--- src/rtl/sar_pkg.sv ---
package sar_pkg;
  typedef enum logic [1:0] {
    ST_IDLE = 2'd0,
    ST_SAMP = 2'd1,
    ST_CONV = 2'd2
  } seq_st_t;

  localparam logic [1:0] ADR_START  = 2'd0;
  localparam logic [1:0] ADR_CTRL   = 2'd1;
  localparam logic [1:0] ADR_PINEN  = 2'd2;
  localparam logic [1:0] ADR_RESULT = 2'd3;

  localparam int SEL_W = 2;
endpackage

--- src/rtl/sar_smp_timer.sv ---
module sar_smp_timer #(
  parameter int SEL_W = 2
) (
  input  logic             clk,
  input  logic             rst,
  input  logic             load,
  input  logic [SEL_W-1:0] sel,
  input  logic             run,
  output logic             expire
);
  localparam int CNTW = 1 << SEL_W;

  logic [CNTW-1:0] cnt;
  logic [CNTW:0]   n_full;
  logic [CNTW:0]   n_m1;

  always_comb begin
    n_full = {{(CNTW-1){1'b0}}, 2'b10} << sel;
    n_m1   = n_full - 1'b1;
  end

  always_ff @(posedge clk) begin
    if (rst) cnt <= '0;
    else if (load) cnt <= n_m1[CNTW-1:0];
    else if (run && cnt != '0) cnt <= cnt - 1'b1;
  end

  assign expire = (cnt == '0);
endmodule

--- src/rtl/sar_approx.sv ---
module sar_approx #(
  parameter int RES = 10
) (
  input  logic           clk,
  input  logic           rst,
  input  logic           init,
  input  logic           step,
  input  logic           cmp,
  output logic [RES-1:0] trial,
  output logic [RES-1:0] trial_nxt,
  output logic           last
);
  localparam int IW = (RES > 1) ? $clog2(RES) : 1;
  localparam logic [IW-1:0] TOP = IW'(RES - 1);

  logic [IW-1:0]  idx;
  logic [RES-1:0] mask;

  always_comb begin
    mask      = {{(RES-1){1'b0}}, 1'b1} << idx;
    trial_nxt = (cmp ? trial : (trial & ~mask)) | (mask >> 1);
  end

  always_ff @(posedge clk) begin
    if (rst) begin
      trial <= '0;
      idx   <= '0;
    end else if (init) begin
      trial <= {1'b1, {(RES-1){1'b0}}};
      idx   <= TOP;
    end else if (step) begin
      trial <= trial_nxt;
      if (idx != '0) idx <= idx - 1'b1;
    end
  end

  assign last = (idx == '0);
endmodule

--- src/rtl/sar_regif.sv ---
module sar_regif
  import sar_pkg::*;
#(
  parameter int DW   = 16,
  parameter int NPIN = 8,
  parameter int RES  = 10,
  parameter int CW   = 4
) (
  input  logic             clk,
  input  logic             rst,
  input  logic             wr,
  input  logic             rd,
  input  logic [1:0]       addr,
  input  logic [DW-1:0]    wdata,
  input  logic             done,
  input  logic             busy,
  input  logic [CW-1:0]    ch,
  input  logic [RES-1:0]   result,
  output logic [SEL_W-1:0] smp_sel,
  output logic [NPIN-1:0]  pin_en,
  output logic [DW-1:0]    rdata
);
  logic [DW-1:0] rd_mux;

  always_comb begin
    rd_mux = '0;
    case (addr)
      ADR_START: begin
        rd_mux[DW-1]   = done;
        rd_mux[DW-2]   = busy;
        rd_mux[CW-1:0] = ch;
      end
      ADR_CTRL:   rd_mux[SEL_W-1:0] = smp_sel;
      ADR_PINEN:  rd_mux[NPIN-1:0]  = pin_en;
      default:    rd_mux[RES-1:0]   = result;
    endcase
  end

  always_ff @(posedge clk) begin
    if (rst) begin
      smp_sel <= '0;
      pin_en  <= '0;
      rdata   <= '0;
    end else begin
      if (wr && addr == ADR_CTRL)  smp_sel <= wdata[SEL_W-1:0];
      if (wr && addr == ADR_PINEN) pin_en  <= wdata[NPIN-1:0];
      if (rd) rdata <= rd_mux;
    end
  end
endmodule

--- src/rtl/sar_seq.sv ---
module sar_seq
  import sar_pkg::*;
#(
  parameter int RES  = 10,
  parameter int CW   = 4,
  parameter int NPIN = 8,
  parameter int DW   = 16
) (
  input  logic            clk,
  input  logic            rst,
  input  logic            bus_wr,
  input  logic            bus_rd,
  input  logic [1:0]      bus_addr,
  input  logic [DW-1:0]   bus_wdata,
  output logic [DW-1:0]   bus_rdata,
  output logic [CW-1:0]   ch_sel,
  output logic [NPIN-1:0] pin_en,
  output logic            samp_en,
  output logic [RES-1:0]  dac_code,
  input  logic            cmp_in,
  output logic            busy,
  output logic            done
);
  localparam logic [CW-1:0] REF_LO = {{(CW-1){1'b1}}, 1'b0};

  seq_st_t          st;
  logic [CW-1:0]    ch_q;
  logic [RES-1:0]   result_q;
  logic             done_q;
  logic [SEL_W-1:0] smp_sel;
  logic             smp_expire;
  logic             apx_last;
  logic [RES-1:0]   trial;
  logic [RES-1:0]   trial_nxt;

  logic start_wr, abort_wr, res_rd, new_ref, apx_init, finish;

  always_comb begin
    start_wr = bus_wr && bus_addr == ADR_START;
    abort_wr = bus_wr && (bus_addr == ADR_CTRL || bus_addr == ADR_PINEN);
    res_rd   = bus_rd && bus_addr == ADR_RESULT;
    new_ref  = bus_wdata[CW-1:0] >= REF_LO;
    apx_init = (start_wr && new_ref) || (st == ST_SAMP && smp_expire);
    finish   = st == ST_CONV && apx_last && !start_wr && !abort_wr;
  end

  always_ff @(posedge clk) begin
    if (rst) begin
      st       <= ST_IDLE;
      ch_q     <= '0;
      result_q <= '0;
      done_q   <= 1'b0;
    end else begin
      if (res_rd) done_q <= 1'b0;
      if (start_wr) begin
        ch_q   <= bus_wdata[CW-1:0];
        st     <= new_ref ? ST_CONV : ST_SAMP;
        done_q <= 1'b0;
      end else if (abort_wr) begin
        st <= ST_IDLE;
      end else begin
        case (st)
          ST_SAMP: if (smp_expire) st <= ST_CONV;
          ST_CONV: if (apx_last) begin
            st       <= ST_IDLE;
            result_q <= trial_nxt;
            done_q   <= 1'b1;
          end
          default: st <= ST_IDLE;
        endcase
      end
    end
  end

  sar_smp_timer #(.SEL_W(SEL_W)) u_tmr (
    .clk    (clk),
    .rst    (rst),
    .load   (start_wr && !new_ref),
    .sel    (smp_sel),
    .run    (st == ST_SAMP),
    .expire (smp_expire)
  );

  sar_approx #(.RES(RES)) u_apx (
    .clk       (clk),
    .rst       (rst),
    .init      (apx_init),
    .step      (st == ST_CONV && !finish ? 1'b1 : 1'b0),
    .cmp       (cmp_in),
    .trial     (trial),
    .trial_nxt (trial_nxt),
    .last      (apx_last)
  );

  sar_regif #(.DW(DW), .NPIN(NPIN), .RES(RES), .CW(CW)) u_reg (
    .clk     (clk),
    .rst     (rst),
    .wr      (bus_wr),
    .rd      (bus_rd),
    .addr    (bus_addr),
    .wdata   (bus_wdata),
    .done    (done_q),
    .busy    (st != ST_IDLE),
    .ch      (ch_q),
    .result  (result_q),
    .smp_sel (smp_sel),
    .pin_en  (pin_en),
    .rdata   (bus_rdata)
  );

  assign ch_sel   = ch_q;
  assign samp_en  = (st == ST_SAMP);
  assign dac_code = trial;
  assign busy     = (st != ST_IDLE);
  assign done     = done_q;
endmodule

--- config.mk ---
export PLATFORM = sky130hd
export DESIGN_NAME = sar_seq
export DESIGN_NICKNAME = d
export VERILOG_FILES = /design/src/rtl/sar_pkg.sv /design/src/rtl/sar_smp_timer.sv /design/src/rtl/sar_approx.sv /design/src/rtl/sar_regif.sv /design/src/rtl/sar_seq.sv
export SDC_FILE = /design/constraint.sdc
export NUM_CORES = 1
export LEC_CHECK = 0
export ABC_AREA = 1
export BUFFER_PORTS_ARGS = -buffer_cell sky130_fd_sc_hd__buf_4
export CAP_MARGIN = 20
export CORE_MARGIN = 4
export CORE_UTILIZATION = 30
export CTS_CLUSTER_DIAMETER = 120
export DETAILED_ROUTE_END_ITERATION = 8
export PLACE_DENSITY = 0.51
export SLEW_MARGIN = 40
export SYNTH_ARGS = -nofsm -noshare
export SYNTH_HDL_FRONTEND = slang
export SYNTH_SLANG_ARGS = --single-unit
--- constraint.sdc ---
create_clock -name clk -period 2 [get_ports clk]
set_clock_uncertainty 0.15 [all_clocks]
set_input_delay 0.1 -clock clk [delete_from_list [all_inputs] [get_ports clk]]
set_output_delay 0.1 -clock clk [all_outputs]
set_load 0.1 [all_outputs]
==> metrics.md, run 1 <==
| Metric | Value |
|---|---|
| Final Wtd Congestion | 0.831 |
| Post-synth EDFFs | 0 |
| Tcrit/Tclk final | approximately nine tenths |
| WHS | 0.0981 ns |
| Avg Inst Size Synth | 7.49 sq um |
| CP Buf/Inv Count | 3 |
| Crit path DAT | roughly 1.9 ns |
| Vias/cell | 4.69 |
| Setup crit start kind | register |
| Peak Freq | approximately 550 MHz |
| Yosys reg bits | 57 |
| Crit path time final | 1.82 ns |
| Hold_buf cts | 12 |
| Worst Tran Pin Value | 0.497 ns |
| Setup crit end kind | register |
| FFs w/ async S/R, synth | 0% |
| CTS tree | built |
| Antenna violations before repair | 0 |
| Pwr per Cell Area | 836 nW/um^2 |
| Vias in the first global route | 2473 |
| Hold Path Class | in2reg |
| Most used cell, CP | inv_1 |
| VDD IR max | 0.323 mV |
| Antenna Violating Nets Remaining | 0 |
| Setup Buffers After CTS | 0 |
| Max FO, Critical Path | 13 |
| Largest net degree at the start of global routing | 21 |
| Synthesis-to-finish area growth | 31.9% |
| Global-route wire length before repair | 11.6 mm |
| Total CTS buffers | 9 |
| Setup violations, final | 0 |
| Count of cell types in the netlist | 35 |
| Outcome | complete, no violations |
| Reg2Reg Setup Slack | 0.18 ns |
| Post-Syn Instances | 360 |
| Worst path cell trace | inv_1 -> ha_1 -> nand2_2 -> inv_1 -> nand3_4 -> buf_4 -> a211oi_1 |
| Root buf cell | clkbuf_8 |
| Initial drt markers | 86 |
| Starting Density | 30.9% |
| Relative slew slack | approximately two thirds |
| RSZ-0062 raised after global routing | no |
| # IOs | 64 |
| Gr usage total | 13.9% |
| Yosys warnings | 0 |
| Vert. Die Dim | 103 um |
| Layout Nets | 464 |
| Final antenna diode count | 0 |
| Critical Path Max Stage Delay | 0.34 ns |
| Seq/Total Area, Yosys | 42.3% |
| Die area | 10600 sq um |
| Core Region | 8720 sq um |
| CTS max path bufs | 2 |
| CP max-delay cell | dfxtp_1 |
| Fin. max-slew vios | 0 |
| Grt total ovfl | 0 |
| Post-Syn Area | 2700 sq um |
| Horiz. Die Dim | 103 um |
| Final Hold Vio Count | 0 |
| Row count | 34 |
| Most frequent cells in the layout | nand2_1 (78), buf_4 (60), dfxtp_1 (57) |
| Final core occ | between 40% and 50% |
| Placed instance count | 515 |
| Port Buffers | 51 |
| Pre-Repair DR Iteration Count | 4 |
| Post-Layout Cell Count | 543 |
| DRT Wirelength | around 7.1 mm |
| Reg clk slew, reported paths | 0.07 ns |
| CP Class | reg2reg |
| Clk_lat worst skew | 0.33 ns |
| Cell family with most CP delay | buffers and inverters |
| Top FF cell, synth | dfxtp_1 |
| Setup TNS | 0 ns |
| Hpwl dp | around 5.4 mm |
| WP data required | around 2.1 ns |
| Total number of vias | 2546 |
| Maximum capacitance violations | 0 |
| DRC | 0 |
| Commonest non-fill, non-tap cell in the layout | nand2_1 |
| Layout cells sized above 1 | 20.9% |
| Wire per inst | between 10 and 15 um |
| Resized cells post-CTS | 0 |
| Clock sink count | between 50 and 60 |
| Static leakage | ~1.6 nW |
| H-tree depth | 3 |
==> kinds of logic after synthesis <==
kind of cell	synth area share, %
buffers and inverters	8.31
other	0.139
flip-flops	42.3
adder cells (fa/ha/maj)	5.11
XOR/XNOR	0.325
AO/OA/AOI/OAI	18.1
AND/OR/NAND/NOR	25.7
==> cells in the mapped netlist, drive strengths merged, types with 2 or more instances <==
library cell,number,area share [%]
o221ai,4,1.3
a31oi,5,1.4
inv,32,4.5
dfxtp,57,42
or2,2,0.46
a21oi,30,5.6
buf,9,2.6
o21ai,29,5.5
nand2,84,12
nor2,36,5.4
nand4,2,0.46
o211ai,5,1.4
clkinv,2,0.32
clkbuf,7,0.98
a41oi,2,0.65
ha,11,5.1
a211oi,5,1.4
nand3,34,7.0
==> sequential cells by signal, summed over array words and instances, names as in the netlist <==
name,cells
u_reg.pin_en,8
u_apx.trial,10
u_apx.idx,4
st,2
u_tmr.cnt,4
done,1
result_q,10
u_reg.smp_sel,2
ch_sel,4
u_reg.rdata,12
==> report_power, final <==
part / internal [mW] / switching (mW) / leakage [nW] / total (mW)
Sequential: 1.17 / 0.0273 / 0.463 / 1.20
Clock: 0.804 / 0.477 / 0.123 / 1.28
Combinational: 0.131 / 0.362 / 0.971 / 0.493
Total: 2.11 / 0.866 / 1.56 / 2.97
==> through the flow <==
stage	power (mW)	cell area (sq um)	worst slack [ns]
after floorplan	1.59	2710	0.161
after CTS	3.02	3560	0.177
final	2.97	3560	0.179
after global routing	3.09	3560	0.0219
after detailed placement	1.70	3200	0.172
after global placement	1.70	3200	0.192
==> per-layer routing <==
layer  share of wire [%]  track usage [%]  up-vias
li1                    -                -     1329
met1                  45             17.2     1160
met2                  49             24.0       46
met3                 4.0             2.37       11
met4                 1.4             5.38        0
met5                   0                0        -
==> cell type report <==
class	instances	area [sq um]
Clock buffer	12	165
Clock inverter	4	73.8
Fill cell	904	5160
Inverter	34	129
Multi-Input combinational cell	256	1340
Sequential cell	57	1140
Tap cell	108	135
Timing Repair Buffer	72	571
==> final timing paths <==
kind	from	endpoint	cells after the start
max	u_apx.idx[0]	result_q[7]	7
min	cmp_in	result_q[9]	3
max reg2reg	u_apx.idx[0]	result_q[7]	7
min reg2reg	result_q[8]	result_q[8]	2
==> worst min-delay path, stage by stage <==
cell and delay, ns:
buf_4 0.13, o21ai_0 0.14, a21oi_1 0.15
(Power assumes the default switching activity.)
==> inputs of run 2 (changes only) <==
--- a/config.mk
+++ b/config.mk
@@ -8,6 +8,7 @@
 export ABC_AREA = 1
 export BUFFER_PORTS_ARGS = -buffer_cell sky130_fd_sc_hd__buf_4
 export CAP_MARGIN = 20
+export CORE_ASPECT_RATIO = 1.75
 export CORE_MARGIN = 4
 export CORE_UTILIZATION = 30
 export CTS_CLUSTER_DIAMETER = 120
==> run 2 against run 1 <==
  * Via count is 1.5% higher
  * Total power is 4.7% higher
  * Die area is 0.57% higher
  * Setup slack better by 0.016 ns
  * Maximum frequency is 0.86% higher
  * First-iteration DRC count is 93% higher
==> metrics.md, run 2 (synthesized netlist as in run 1, its figures left out) <==
| Metric | Value |
|---|---|
| Clock group share of total power | 45.4% (was 43.1%) |
| WP data required | 2.07 ns (was 2.09 ns) |
| Peak Freq | 554 MHz (was 549 MHz) |
| Static leakage | 1.58 nW (was 1.56 nW) |
| Outcome | complete, no violations (unchanged) |
| CP max-delay cell | dlygate4sd3_1 (was dfxtp_1) |
| Row count | 45 (was 34) |
| Max FFs per register | 12 (unchanged) |
| Crit path DAT | 1.88 ns (was 1.91 ns) |
| Seq. cell area | 1140 sq um (unchanged) |
| Final Wtd Congestion | 0.808 (was 0.831) |
| Crit path time final | 1.81 ns (was 1.82 ns) |
| Setup violations, final | 0 (unchanged) |
| Setup crit end kind | register (unchanged) |
| Antenna violations before repair | 0 (unchanged) |
| Vert. Die Dim | 133 um (was 103 um) |
| Synthesis-to-finish area growth | 34.2% (was 31.9%) |
| Placed instance count | 524 (was 515) |
| Core Region | 8730 sq um (was 8720 sq um) |
| Antenna Violating Nets Remaining | 0 (unchanged) |
| Global-route wire length before repair | 12.6 mm (was 11.6 mm) |
| Vias/cell | 4.68 (was 4.69) |
| Starting Density | 30.9% (about the same) |
| Final Hold Vio Count | 0 (unchanged) |
| Gate power share | 16.0% (was 16.6%) |
| Hold Path Class | in2reg (unchanged) |
| Setup crit start kind | input pin (was register) |
| Final total power | 3.11 mW (was 2.97 mW) |
| Worst path cell trace | dlygate4sd3_1 -> buf_4 -> nand3_1 -> nand2_2 -> nand2_1 -> o21ai_2 -> ha_1 -> xor2_1 -> o21bai_1 -> inv_1 (was inv_1 -> ha_1 -> nand2_2 -> inv_1 -> nand3_4 -> buf_4 -> a211oi_1) |
| Multi-input logic area | 1340 sq um (unchanged) |
| WHS | 0.0158 ns (was 0.0981 ns) |
| Largest net degree at the start of global routing | 21 (unchanged) |
| Fill cells | 902 (was 904) |
| Vias in the first global route | 2665 (was 2473) |
| Pre-Repair DR Iteration Count | 4 (unchanged) |
| Pwr per Cell Area | 860 nW/um^2 (was 836 nW/um^2) |
| Most frequent cells in the layout | nand2_1 (78), buf_4 (59), dfxtp_1 (57) (was nand2_1 (78), buf_4 (60), dfxtp_1 (57)) |
| Flop pwr share | 38.6% (was 40.3%) |
| Layout cells sized above 1 | 20.2% (was 20.9%) |
| VDD IR max | 0.516 mV (was 0.323 mV) |
| Gr usage total | 15.4% (was 13.9%) |
| Int Pwr | 2.21 mW (was 2.11 mW) |
| CTS max path bufs | 2 (unchanged) |
| Tcrit/Tclk final | 90.3% (was 91.0%) |
| Final antenna diode count | 0 (unchanged) |
| Clk_lat worst skew | 0.33 ns (about the same) |
| CTS tree | built (unchanged) |
| RSZ-0062 raised after global routing | no (unchanged) |
| Setup Buffers After CTS | 0 (unchanged) |
| Total number of vias | 2584 (was 2546) |
| DRC | 0 (unchanged) |
| # IOs | 64 (unchanged) |
| NetSw | 0.904 mW (was 0.866 mW) |
| H-tree depth | 3 (unchanged) |
| Root buf cell | clkbuf_16 (was clkbuf_8) |
| Largest regs | u_reg.rdata: 12 flops, result_q: 10 flops, u_apx.trial: 10 flops (unchanged) |
| Die area | 10600 sq um (about the same) |
| Horiz. Die Dim | 79.7 um (was 103 um) |
| Clock sink count | 57 (unchanged) |
| Layout Nets | 464 (unchanged) |
| Critical Path Max Stage Delay | 0.54 ns (was 0.34 ns) |
| Reg clk slew, reported paths | 0.05 ns (was 0.07 ns) |
| DRT Wirelength | 7.67 mm (was 7.14 mm) |
| CP Class | in2reg (was reg2reg) |
| Total CTS buffers | 9 (unchanged) |
| Biggest register | u_reg.rdata (unchanged) |
| Post-Layout Cell Count | 552 (was 543) |
| Grt total ovfl | 0 (unchanged) |
| Switching Fraction | 29.0% (was 29.1%) |
| Setup TNS | 0 ns (unchanged) |
| Commonest non-fill, non-tap cell in the layout | nand2_1 (unchanged) |
| Port Buffers | 51 (unchanged) |
| Maximum capacitance violations | 0 (unchanged) |
| Max FO, Critical Path | 6 (was 13) |
| Fin. max-slew vios | 0 (unchanged) |
| Initial drt markers | 166 (was 86) |
| Wire per inst | 13.9 um (was 13.2 um) |
| Hpwl dp | 5.79 mm (was 5.43 mm) |
-- run 2: path summary, 6_finish.rpt --
check | startpoint | to | slack, ns | cells after the start
setup / recovery | bus_wdata[1] | u_tmr.cnt[2] | 0.19 | 10
hold / removal | bus_wr | u_reg.smp_sel[1] | 0.02 | 3
setup reg to reg | u_apx.idx[0] | result_q[4] | 0.25 | 7
hold reg to reg | result_q[8] | result_q[8] | 0.32 | 2
-- run 2: per-layer routing --
metal | vias up | GRT usage, % | wire length (um) | part of all wire (%)
met4 | 0 | 7.84 | 163 | 2.1
met2 | 52 | 27.8 | 4200 | 55
met5 | - | 0 | 0 | 0
met3 | 11 | 4.19 | 292 | 3.8
li1 | 1331 | - | - | -
met1 | 1190 | 15.7 | 3010 | 39
-- run 2: cell type report --
cell class	instances	area share [%]
Inverter	34	3.56
Clock inverter	2	0.346
Tap cell	117	4.05
Multi-Input combinational cell	256	37.1
Clock buffer	14	7.30
Sequential cell	57	31.5
Timing Repair Buffer	72	16.1
-- run 2: timing repair --
| item | in CTS | in global routing |
|---|---|---|
| hold endpoints to repair | 31 | 0 |
| gates resized for setup | 0 | 0 |
| hold buffers | 12 | 0 |
-- run 2: critical path: cells and delay by family --
kind / cells / cell delay (ns)
compound gates: 2 / 0.19
xor+xnor: 1 / 0.16
fa+ha+maj: 1 / 0.22
buf+inv: 3 / 0.74
simple gates: 3 / 0.47
-- run 2: power by group through the flow --
stage / combinational (mW) / sequential [mW] / clock, mW
after floorplan: 0.213 / 1.37 / 0
after global placement: 0.479 / 1.22 / 0
after detailed placement: 0.483 / 1.22 / 0
after CTS: 0.501 / 1.20 / 1.45
after global routing: 0.534 / 1.21 / 1.50
final: 0.498 / 1.20 / 1.41
-- run 2: per-stage QoR --
stage | setup slack (ns) | instance area, sq um | util [%]
finish | 0.195 | 3620 | 41.4
global route | 0.0919 | 3620 | 41.4
CTS | 0.208 | 3620 | 41.4
detailed placement | 0.155 | 3220 | 36.9
global placement | 0.193 | 3220 | 36.9
floorplan | 0.161 | 2710 | -
